File: src/rtl/mul_byte_pkg.sv
package mul_byte_pkg;
  typedef enum logic [1:0] {
    SGN_UU  = 2'b00,
    SGN_SS  = 2'b01,
    SGN_SU  = 2'b10,
    SGN_UU2 = 2'b11
  } sign_mode_e;

  function automatic logic a_is_signed(input sign_mode_e m);
    return (m == SGN_SS) || (m == SGN_SU);
  endfunction

  function automatic logic b_is_signed(input sign_mode_e m);
    return (m == SGN_SS);
  endfunction
endpackage

File: src/rtl/mul_operand_ext.sv
module mul_operand_ext
  import mul_byte_pkg::*;
#(
  parameter int OP_W = 8
) (
  input  logic [2:0]             op_mode_i,
  input  logic [OP_W-1:0]        opa_i,
  input  logic [OP_W-1:0]        opb_i,
  output logic signed [OP_W:0]   a_ext_o,
  output logic signed [OP_W:0]   b_ext_o,
  output logic                   frac_o
);
  sign_mode_e sgn;

  always_comb begin
    sgn     = sign_mode_e'(op_mode_i[1:0]);
    a_ext_o = {a_is_signed(sgn) & opa_i[OP_W-1], opa_i};
    b_ext_o = {b_is_signed(sgn) & opb_i[OP_W-1], opb_i};
    frac_o  = op_mode_i[2];
  end
endmodule

File: src/rtl/mul_pp_stage.sv
module mul_pp_stage #(
  parameter int OP_W    = 8,
  parameter int SLICE_W = 4,
  localparam int NSLICE = OP_W / SLICE_W,
  localparam int PP_W   = OP_W + SLICE_W + 2
) (
  input  logic                         clk_i,
  input  logic                         rst_ni,
  input  logic                         load_i,
  input  logic signed [OP_W:0]         a_ext_i,
  input  logic signed [OP_W:0]         b_ext_i,
  input  logic                         frac_i,
  output logic [NSLICE-1:0][PP_W-1:0]  pp_o,
  output logic                         frac_o,
  output logic                         valid_o
);
  logic [NSLICE-1:0][PP_W-1:0] pp_d;

  for (genvar j = 0; j < NSLICE; j++) begin : g_slice
    logic signed [SLICE_W:0] bs;
    if (j < NSLICE - 1) begin : g_low
      assign bs = $signed({1'b0, b_ext_i[j*SLICE_W +: SLICE_W]});
    end else begin : g_top
      assign bs = $signed(b_ext_i[OP_W:(NSLICE-1)*SLICE_W]);
    end
    assign pp_d[j] = $signed(PP_W'(a_ext_i)) * $signed(PP_W'(bs));
  end

  always_ff @(posedge clk_i or negedge rst_ni) begin
    if (!rst_ni) begin
      pp_o    <= '0;
      frac_o  <= 1'b0;
      valid_o <= 1'b0;
    end else begin
      valid_o <= load_i;
      if (load_i) begin
        pp_o   <= pp_d;
        frac_o <= frac_i;
      end
    end
  end
endmodule

File: src/rtl/mul_finish.sv
module mul_finish #(
  parameter int OP_W    = 8,
  parameter int SLICE_W = 4,
  localparam int NSLICE = OP_W / SLICE_W,
  localparam int PP_W   = OP_W + SLICE_W + 2,
  localparam int RES_W  = 2 * OP_W
) (
  input  logic                         clk_i,
  input  logic                         rst_ni,
  input  logic                         valid_i,
  input  logic                         frac_i,
  input  logic [NSLICE-1:0][PP_W-1:0]  pp_i,
  output logic [OP_W-1:0]              hi_o,
  output logic [OP_W-1:0]              lo_o,
  output logic                         zero_o,
  output logic                         carry_o,
  output logic                         done_o
);
  logic [RES_W-1:0] acc;
  logic [RES_W-1:0] res;
  logic             frac_q;

  always_comb begin
    acc = '0;
    for (int j = 0; j < NSLICE; j++) begin
      acc = acc + RES_W'($signed(RES_W'($signed(pp_i[j]))) <<< (j * SLICE_W));
    end
    res = frac_i ? {acc[RES_W-2:0], 1'b0} : acc;
  end

  always_ff @(posedge clk_i or negedge rst_ni) begin
    if (!rst_ni) begin
      hi_o    <= '0;
      lo_o    <= '0;
      zero_o  <= 1'b0;
      carry_o <= 1'b0;
      done_o  <= 1'b0;
      frac_q  <= 1'b0;
    end else begin
      done_o <= valid_i;
      if (valid_i) begin
        {hi_o, lo_o} <= res;
        zero_o       <= (res == '0);
        carry_o      <= acc[RES_W-1];  // pre-shift
        frac_q       <= frac_i;
      end
    end
  end

  // fractional result has a cleared lsb
  p_frac_lsb_r7 : assert property (@(posedge clk_i) disable iff (!rst_ni)
    (done_o && frac_q) |-> (lo_o[0] == 1'b0));

  // integer result exposes its own msb as carry
  p_carry_int_r8 : assert property (@(posedge clk_i) disable iff (!rst_ni)
    (done_o && !frac_q) |-> (carry_o == hi_o[OP_W-1]));

  // zero flag agrees with the presented result
  p_zero_flag_r9 : assert property (@(posedge clk_i) disable iff (!rst_ni)
    done_o |-> (zero_o == ({hi_o, lo_o} == '0)));
endmodule

File: src/rtl/mul_byte_unit.sv
module mul_byte_unit #(
  parameter int OP_W    = 8,
  parameter int SLICE_W = 4,
  localparam int NSLICE = OP_W / SLICE_W,
  localparam int PP_W   = OP_W + SLICE_W + 2
) (
  input  logic            clk_i,
  input  logic            rst_ni,
  input  logic            start_i,
  input  logic [2:0]      op_mode_i,
  input  logic [OP_W-1:0] opa_i,
  input  logic [OP_W-1:0] opb_i,
  output logic [OP_W-1:0] prod_hi_o,
  output logic [OP_W-1:0] prod_lo_o,
  output logic            zero_o,
  output logic            carry_o,
  output logic            done_o
);
  logic signed [OP_W:0]        a_ext, b_ext;
  logic                        frac_c, frac_s;
  logic                        busy, load;
  logic [NSLICE-1:0][PP_W-1:0] pp;

  assign load = start_i && !busy;  // late start dropped

  mul_operand_ext #(.OP_W(OP_W)) u_ext (
    .op_mode_i (op_mode_i),
    .opa_i     (opa_i),
    .opb_i     (opb_i),
    .a_ext_o   (a_ext),
    .b_ext_o   (b_ext),
    .frac_o    (frac_c)
  );

  mul_pp_stage #(.OP_W(OP_W), .SLICE_W(SLICE_W)) u_pp (
    .clk_i   (clk_i),
    .rst_ni  (rst_ni),
    .load_i  (load),
    .a_ext_i (a_ext),
    .b_ext_i (b_ext),
    .frac_i  (frac_c),
    .pp_o    (pp),
    .frac_o  (frac_s),
    .valid_o (busy)
  );

  mul_finish #(.OP_W(OP_W), .SLICE_W(SLICE_W)) u_fin (
    .clk_i   (clk_i),
    .rst_ni  (rst_ni),
    .valid_i (busy),
    .frac_i  (frac_s),
    .pp_i    (pp),
    .hi_o    (prod_hi_o),
    .lo_o    (prod_lo_o),
    .zero_o  (zero_o),
    .carry_o (carry_o),
    .done_o  (done_o)
  );

  // done only two cycles after a start
  p_done_latency_r1 : assert property (@(posedge clk_i) disable iff (!rst_ni)
    done_o |-> $past(start_i, 2));

  // single-cycle done pulse
  p_done_pulse_r2 : assert property (@(posedge clk_i) disable iff (!rst_ni)
    done_o |=> !done_o);

  // busy never lasts beyond one cycle
  p_busy_once_r3 : assert property (@(posedge clk_i) disable iff (!rst_ni)
    busy |=> !busy);

  // outputs hold between completions
  p_hold_r11 : assert property (@(posedge clk_i) disable iff (!rst_ni)
    !done_o |-> ($stable({prod_hi_o, prod_lo_o}) && $stable(zero_o) && $stable(carry_o)));
endmodule

File: config.mk
export PLATFORM = sky130hd
export DESIGN_NAME = mul_byte_unit
export DESIGN_NICKNAME = d
export VERILOG_FILES = /design/src/rtl/mul_byte_pkg.sv /design/src/rtl/mul_operand_ext.sv /design/src/rtl/mul_pp_stage.sv /design/src/rtl/mul_finish.sv /design/src/rtl/mul_byte_unit.sv
export SDC_FILE = /design/constraint.sdc
export NUM_CORES = 1
export LEC_CHECK = 0
export ABC_AREA = 1
export BUFFER_PORTS_ARGS = -buffer_cell sky130_fd_sc_hd__buf_2
export CAP_MARGIN = 0
export CORE_ASPECT_RATIO = 1.4
export CORE_UTILIZATION = 60
export DETAILED_ROUTE_END_ITERATION = 10
export PLACE_DENSITY = 0.84
export SKIP_CTS_REPAIR_TIMING = 1
export SYNTH_ARGS = -nofsm -noshare
export SYNTH_HDL_FRONTEND = slang
export SYNTH_SLANG_ARGS = --single-unit
File: constraint.sdc
create_clock -name clk_i -period 2.4 [get_ports clk_i]
set_clock_uncertainty 0.05 [all_clocks]
set_input_delay 0.72 -clock clk_i [delete_from_list [all_inputs] [get_ports clk_i]]
set_output_delay 0.72 -clock clk_i [all_outputs]
set_load 0.01 [all_outputs]
==> results.md <==
- The run finished, with violations left.
- The checks that failed: setup timing.
- The worst hold path belongs to the class flop to flop.
- The worst slew slack as a fraction of its limit is 0.627.
- The routed layout has 5,620 vias.
- Summing all multi-input logic gate instances after layout gives 4310 um2.
- Row generation in the floorplan step produced 41 rows.
- For the worst setup path, the data required time is 2.51 ns.
- The number of hold violations in the final report is 0.
- The number of inserted diodes is 0.
- Subtracting the final worst setup slack from the clock period gives 3.84 ns.
- The global routing's busiest layer is met2.
- The mapped cell area is 5540 um2.
- The highest net fanout along the worst path is 8.
- The number of design rule violations left after detail routing is 0.
- Setup repair after global routing could not meet its margin everywhere.
- During placement, the flow inserted port buffers numbering 40.
- The CTS clock-pin slew for the worst setup and hold paths is 0.06 ns.
- The pin count of the biggest net entering global routing is 48.
- For this block, the initial DRC count from the detailed router was 413.
- The number of global-route vias before repair is 5,403.
- At the pin with the least slew margin, the transition time is 0.559 ns.
- The longest clock path from root to sink contains 2 buffers.
- The post-detailed-route count of antenna-violating nets is 0.
- The final total negative setup slack is -20.88 ns.
- The number of H-tree levels is 2.
- The post-synthesis sequential element count is 47.
- After detailed routing, the average wire length per cell comes to 17.2 um.
- Based on the critical path, the design can be clocked at up to 0.260 GHz.
- The number of maximum-capacitance constraint violations is 0.
- Before antenna repair, the detailed router went through 6 iterations.
- The part of the power in registers is 0.208.
- VDD sags by at most 962 uV.
- The critical path startpoint category is an input port.
- Measured along the y axis, the die boundary spans 116 um.
- The cell area power density is 806 nW/um2.
- During synthesis, Yosys emitted a total of 0 warnings.
- For this run, global-route usage on met1 was measured as 0.290.
- For this run, global-route usage on met3 was measured as 0.0321.
- The number of distinct standard cells referenced by the synthesized netlist is 31.
- The total wire length is 17.2 mm.
- The clock reaches the later pin of the worst-skew pair after 0.29 ns.
- For this design, the sink count on the clock tree is 47.
- The number of standard cells in the layout, taps in and fillers out is 1,001.
- The area of the core region is 8980 um2.
- The part of the power in the clock network is 0.111.
- When the netlist entered floorplanning its net count stood at 909.
- The die covers 9630 um2.
- The average instance in the mapped netlist occupies 7.06 um2.
- The register area share after synthesis is 0.212.
- The number of setup violations in the final report is 20.
- The internal power of the cells totals 3160 uW.
- The horizontal extent of the die is 83.2 um.
- The final worst-path setup slack is -1.44 ns.
- Dividing the final minimum period by the clock period gives 1.60.
- Of the total power, the share spent switching nets is 0.474.
- STA puts the critical path data arrival time at 3.95 ns.
- The number of placed instances, taps included, is 985.
- The number of I/O pins is 41.
- The total routing usage reported by global routing is 0.288.
- The register area is 1180 um2.
- Of the total power, combinational logic draws 0.681.
- The first global-routing pass estimated 22.6 mm of wire.
- The path type of the worst setup path is input port to flop.
- The number of buffers created by CTS is 5.
- The tree is rooted in a sky130_fd_sc_hd__clkbuf_16.
- The gate count after technology mapping is 785.
- The average vias per placed instance is 5.61.
- The wire-length estimate of the detail-placed layout is 10.8 mm.
- Relative to the synthesized area, the layout overhead comes to 34.6%.
- TritonCTS built the clock tree.
- For this run the aggregate overflow at the end of global routing stands at 0.
- The number of pins with negative max-slew slack in the final report is 0.
- The number of filler instances in the final layout is 506.
- The switching component of the power is 2850 uW.
- The final net count is 1,017.
- For this run, global-route usage on met2 was measured as 0.580.
- The leakage power is 0.00405 uW.
- The number of antenna violations at the first check in global routing is 0.
- The starting density of the core is 0.617.
- The type of element capturing the critical path is a flop.
- The placer's final routability congestion estimate is 0.950.
- In the final layout, the share of cells above drive strength 1 is 0.319.
-- worst paths after layout --
path	start	end	slack, ns	cells past startpoint
worst min-delay path	u_fin.lo_o[6]	u_fin.lo_o[6]	0.43	2
worst max-delay path	op_mode_i[1]	u_pp.pp_o[22]	-1.44	17
worst min register to register	u_fin.lo_o[6]	u_fin.lo_o[6]	0.43	2
min in group asynchronous	rst_ni	u_fin.lo_o[3]	0.46	2
max in group asynchronous	rst_ni	u_fin.carry_o	1.45	2
worst max register to register	u_pp.pp_o[14]	u_fin.zero_o	0.10	13
-- sequential cells by signal, summed over array words and instances (netlist names) --
signal         cells
u_fin.hi_o         8
u_fin.carry_o      1
u_pp.pp_o         26
u_pp.valid_o       1
u_pp.frac_o        1
u_fin.done_o       1
u_fin.lo_o         8
u_fin.zero_o       1
-- through the flow --
step	util	worst slack [ns]	hold slack, ns	instance area (um2)	power [uW]
global route	0.831	-1.54	0.437	7460	6460
CTS	0.763	-1.36	0.427	6850	5400
finish	0.831	-1.44	0.429	7460	6010
global placement	0.747	-1.55	0.408	6710	4530
detailed placement	0.747	-1.65	0.412	6710	4720
floorplan	-	-1.33	0.374	5980	3720
-- cells in the mapped netlist --
master,n,area share
sky130_fd_sc_hd__nand3_2,1,0.0018
sky130_fd_sc_hd__xnor2_1,8,0.013
sky130_fd_sc_hd__nand4_1,8,0.0090
sky130_fd_sc_hd__xor2_1,10,0.016
sky130_fd_sc_hd__o31ai_1,2,0.0027
sky130_fd_sc_hd__o21ai_0,25,0.023
sky130_fd_sc_hd__a21oi_2,1,0.0016
sky130_fd_sc_hd__buf_4,3,0.0041
sky130_fd_sc_hd__a31oi_1,13,0.015
sky130_fd_sc_hd__buf_6,1,0.0020
sky130_fd_sc_hd__nand2_4,1,0.0020
sky130_fd_sc_hd__clkbuf_1,19,0.013
sky130_fd_sc_hd__nor3_1,4,0.0036
sky130_fd_sc_hd__or2_2,2,0.0023
sky130_fd_sc_hd__o21bai_1,3,0.0041
sky130_fd_sc_hd__inv_2,2,0.0014
sky130_fd_sc_hd__ha_1,58,0.13
sky130_fd_sc_hd__nand3_1,48,0.043
sky130_fd_sc_hd__a21boi_1,1,0.0014
sky130_fd_sc_hd__inv_1,178,0.12
sky130_fd_sc_hd__nor2_1,48,0.033
sky130_fd_sc_hd__o21ai_1,2,0.0018
sky130_fd_sc_hd__nor2_2,2,0.0023
sky130_fd_sc_hd__o22ai_1,2,0.0023
sky130_fd_sc_hd__dfrtp_1,47,0.21
sky130_fd_sc_hd__buf_2,5,0.0045
sky130_fd_sc_hd__nand2_1,217,0.15
sky130_fd_sc_hd__a21oi_1,23,0.021
sky130_fd_sc_hd__fa_1,44,0.16
sky130_fd_sc_hd__nand2_2,6,0.0068
sky130_fd_sc_hd__o21a_1,1,0.0014
-- worst max-delay path, stage by stage --
cell and delay, ns:
sky130_fd_sc_hd__buf_8 0.11, sky130_fd_sc_hd__inv_12 0.04, sky130_fd_sc_hd__ha_4 0.12, sky130_fd_sc_hd__nand2_4 0.07, sky130_fd_sc_hd__or2_4 0.24, sky130_fd_sc_hd__fa_1 0.49
sky130_fd_sc_hd__fa_1 0.53, sky130_fd_sc_hd__fa_1 0.59, sky130_fd_sc_hd__inv_1 0.10, sky130_fd_sc_hd__ha_4 0.17, sky130_fd_sc_hd__a21oi_2 0.12, sky130_fd_sc_hd__nand2_2 0.09
sky130_fd_sc_hd__nand2_2 0.08, sky130_fd_sc_hd__nand2_1 0.06, sky130_fd_sc_hd__a21oi_2 0.16, sky130_fd_sc_hd__xor2_1 0.16, sky130_fd_sc_hd__o21ai_1 0.08
-- power by group through the flow --
stage	Combinational, uW	Clock (uW)	Sequential [uW]
detailed placement	3480	0	1240
global placement	3300	0	1230
CTS	3500	661	1230
global route	4500	690	1270
finish	4100	668	1250
floorplan	2450	0	1260
-- cell usage in the layout (no fill, tap or decap), drive strengths merged, types with 13 or more instances in the layout --
cell / n
nand2: 224
inv: 180
buf: 125
ha: 58
nor2: 50
nand3: 49
dfrtp: 47
fa: 44
o21ai: 27
a21oi: 24
a31oi: 13
-- logic make-up (layout without fill, tap and decap cells) --
logic type	Yosys count	after routing	synth area share
AND/OR/NAND/NOR	337	337	0.251
buffers and inverters	208	317	0.145
adder cells (fa/ha/maj)	102	102	0.290
AO/OA/AOI/OAI	73	73	0.0732
flip-flops	47	47	0.212
XOR/XNOR	18	18	0.0285
-- final cells by class --
| cell class | instances | share of cell area |
|---|---|---|
| Clock buffer | 7 | 0.0178 |
| Clock inverter | 1 | 0.000671 |
| Inverter | 180 | 0.0929 |
| Multi-Input combinational cell | 530 | 0.578 |
| Sequential cell | 47 | 0.158 |
| Tap cell | 107 | 0.0179 |
| Timing Repair Buffer | 129 | 0.135 |
-- metal layers --
layer / up-vias / wire length (um)
met3: 129 / 701
met5: - / 0
met4: 0 / 1540
met2: 274 / 9130
li1: 2598 / -
met1: 2619 / 5840
(Power assumes the default switching activity.)
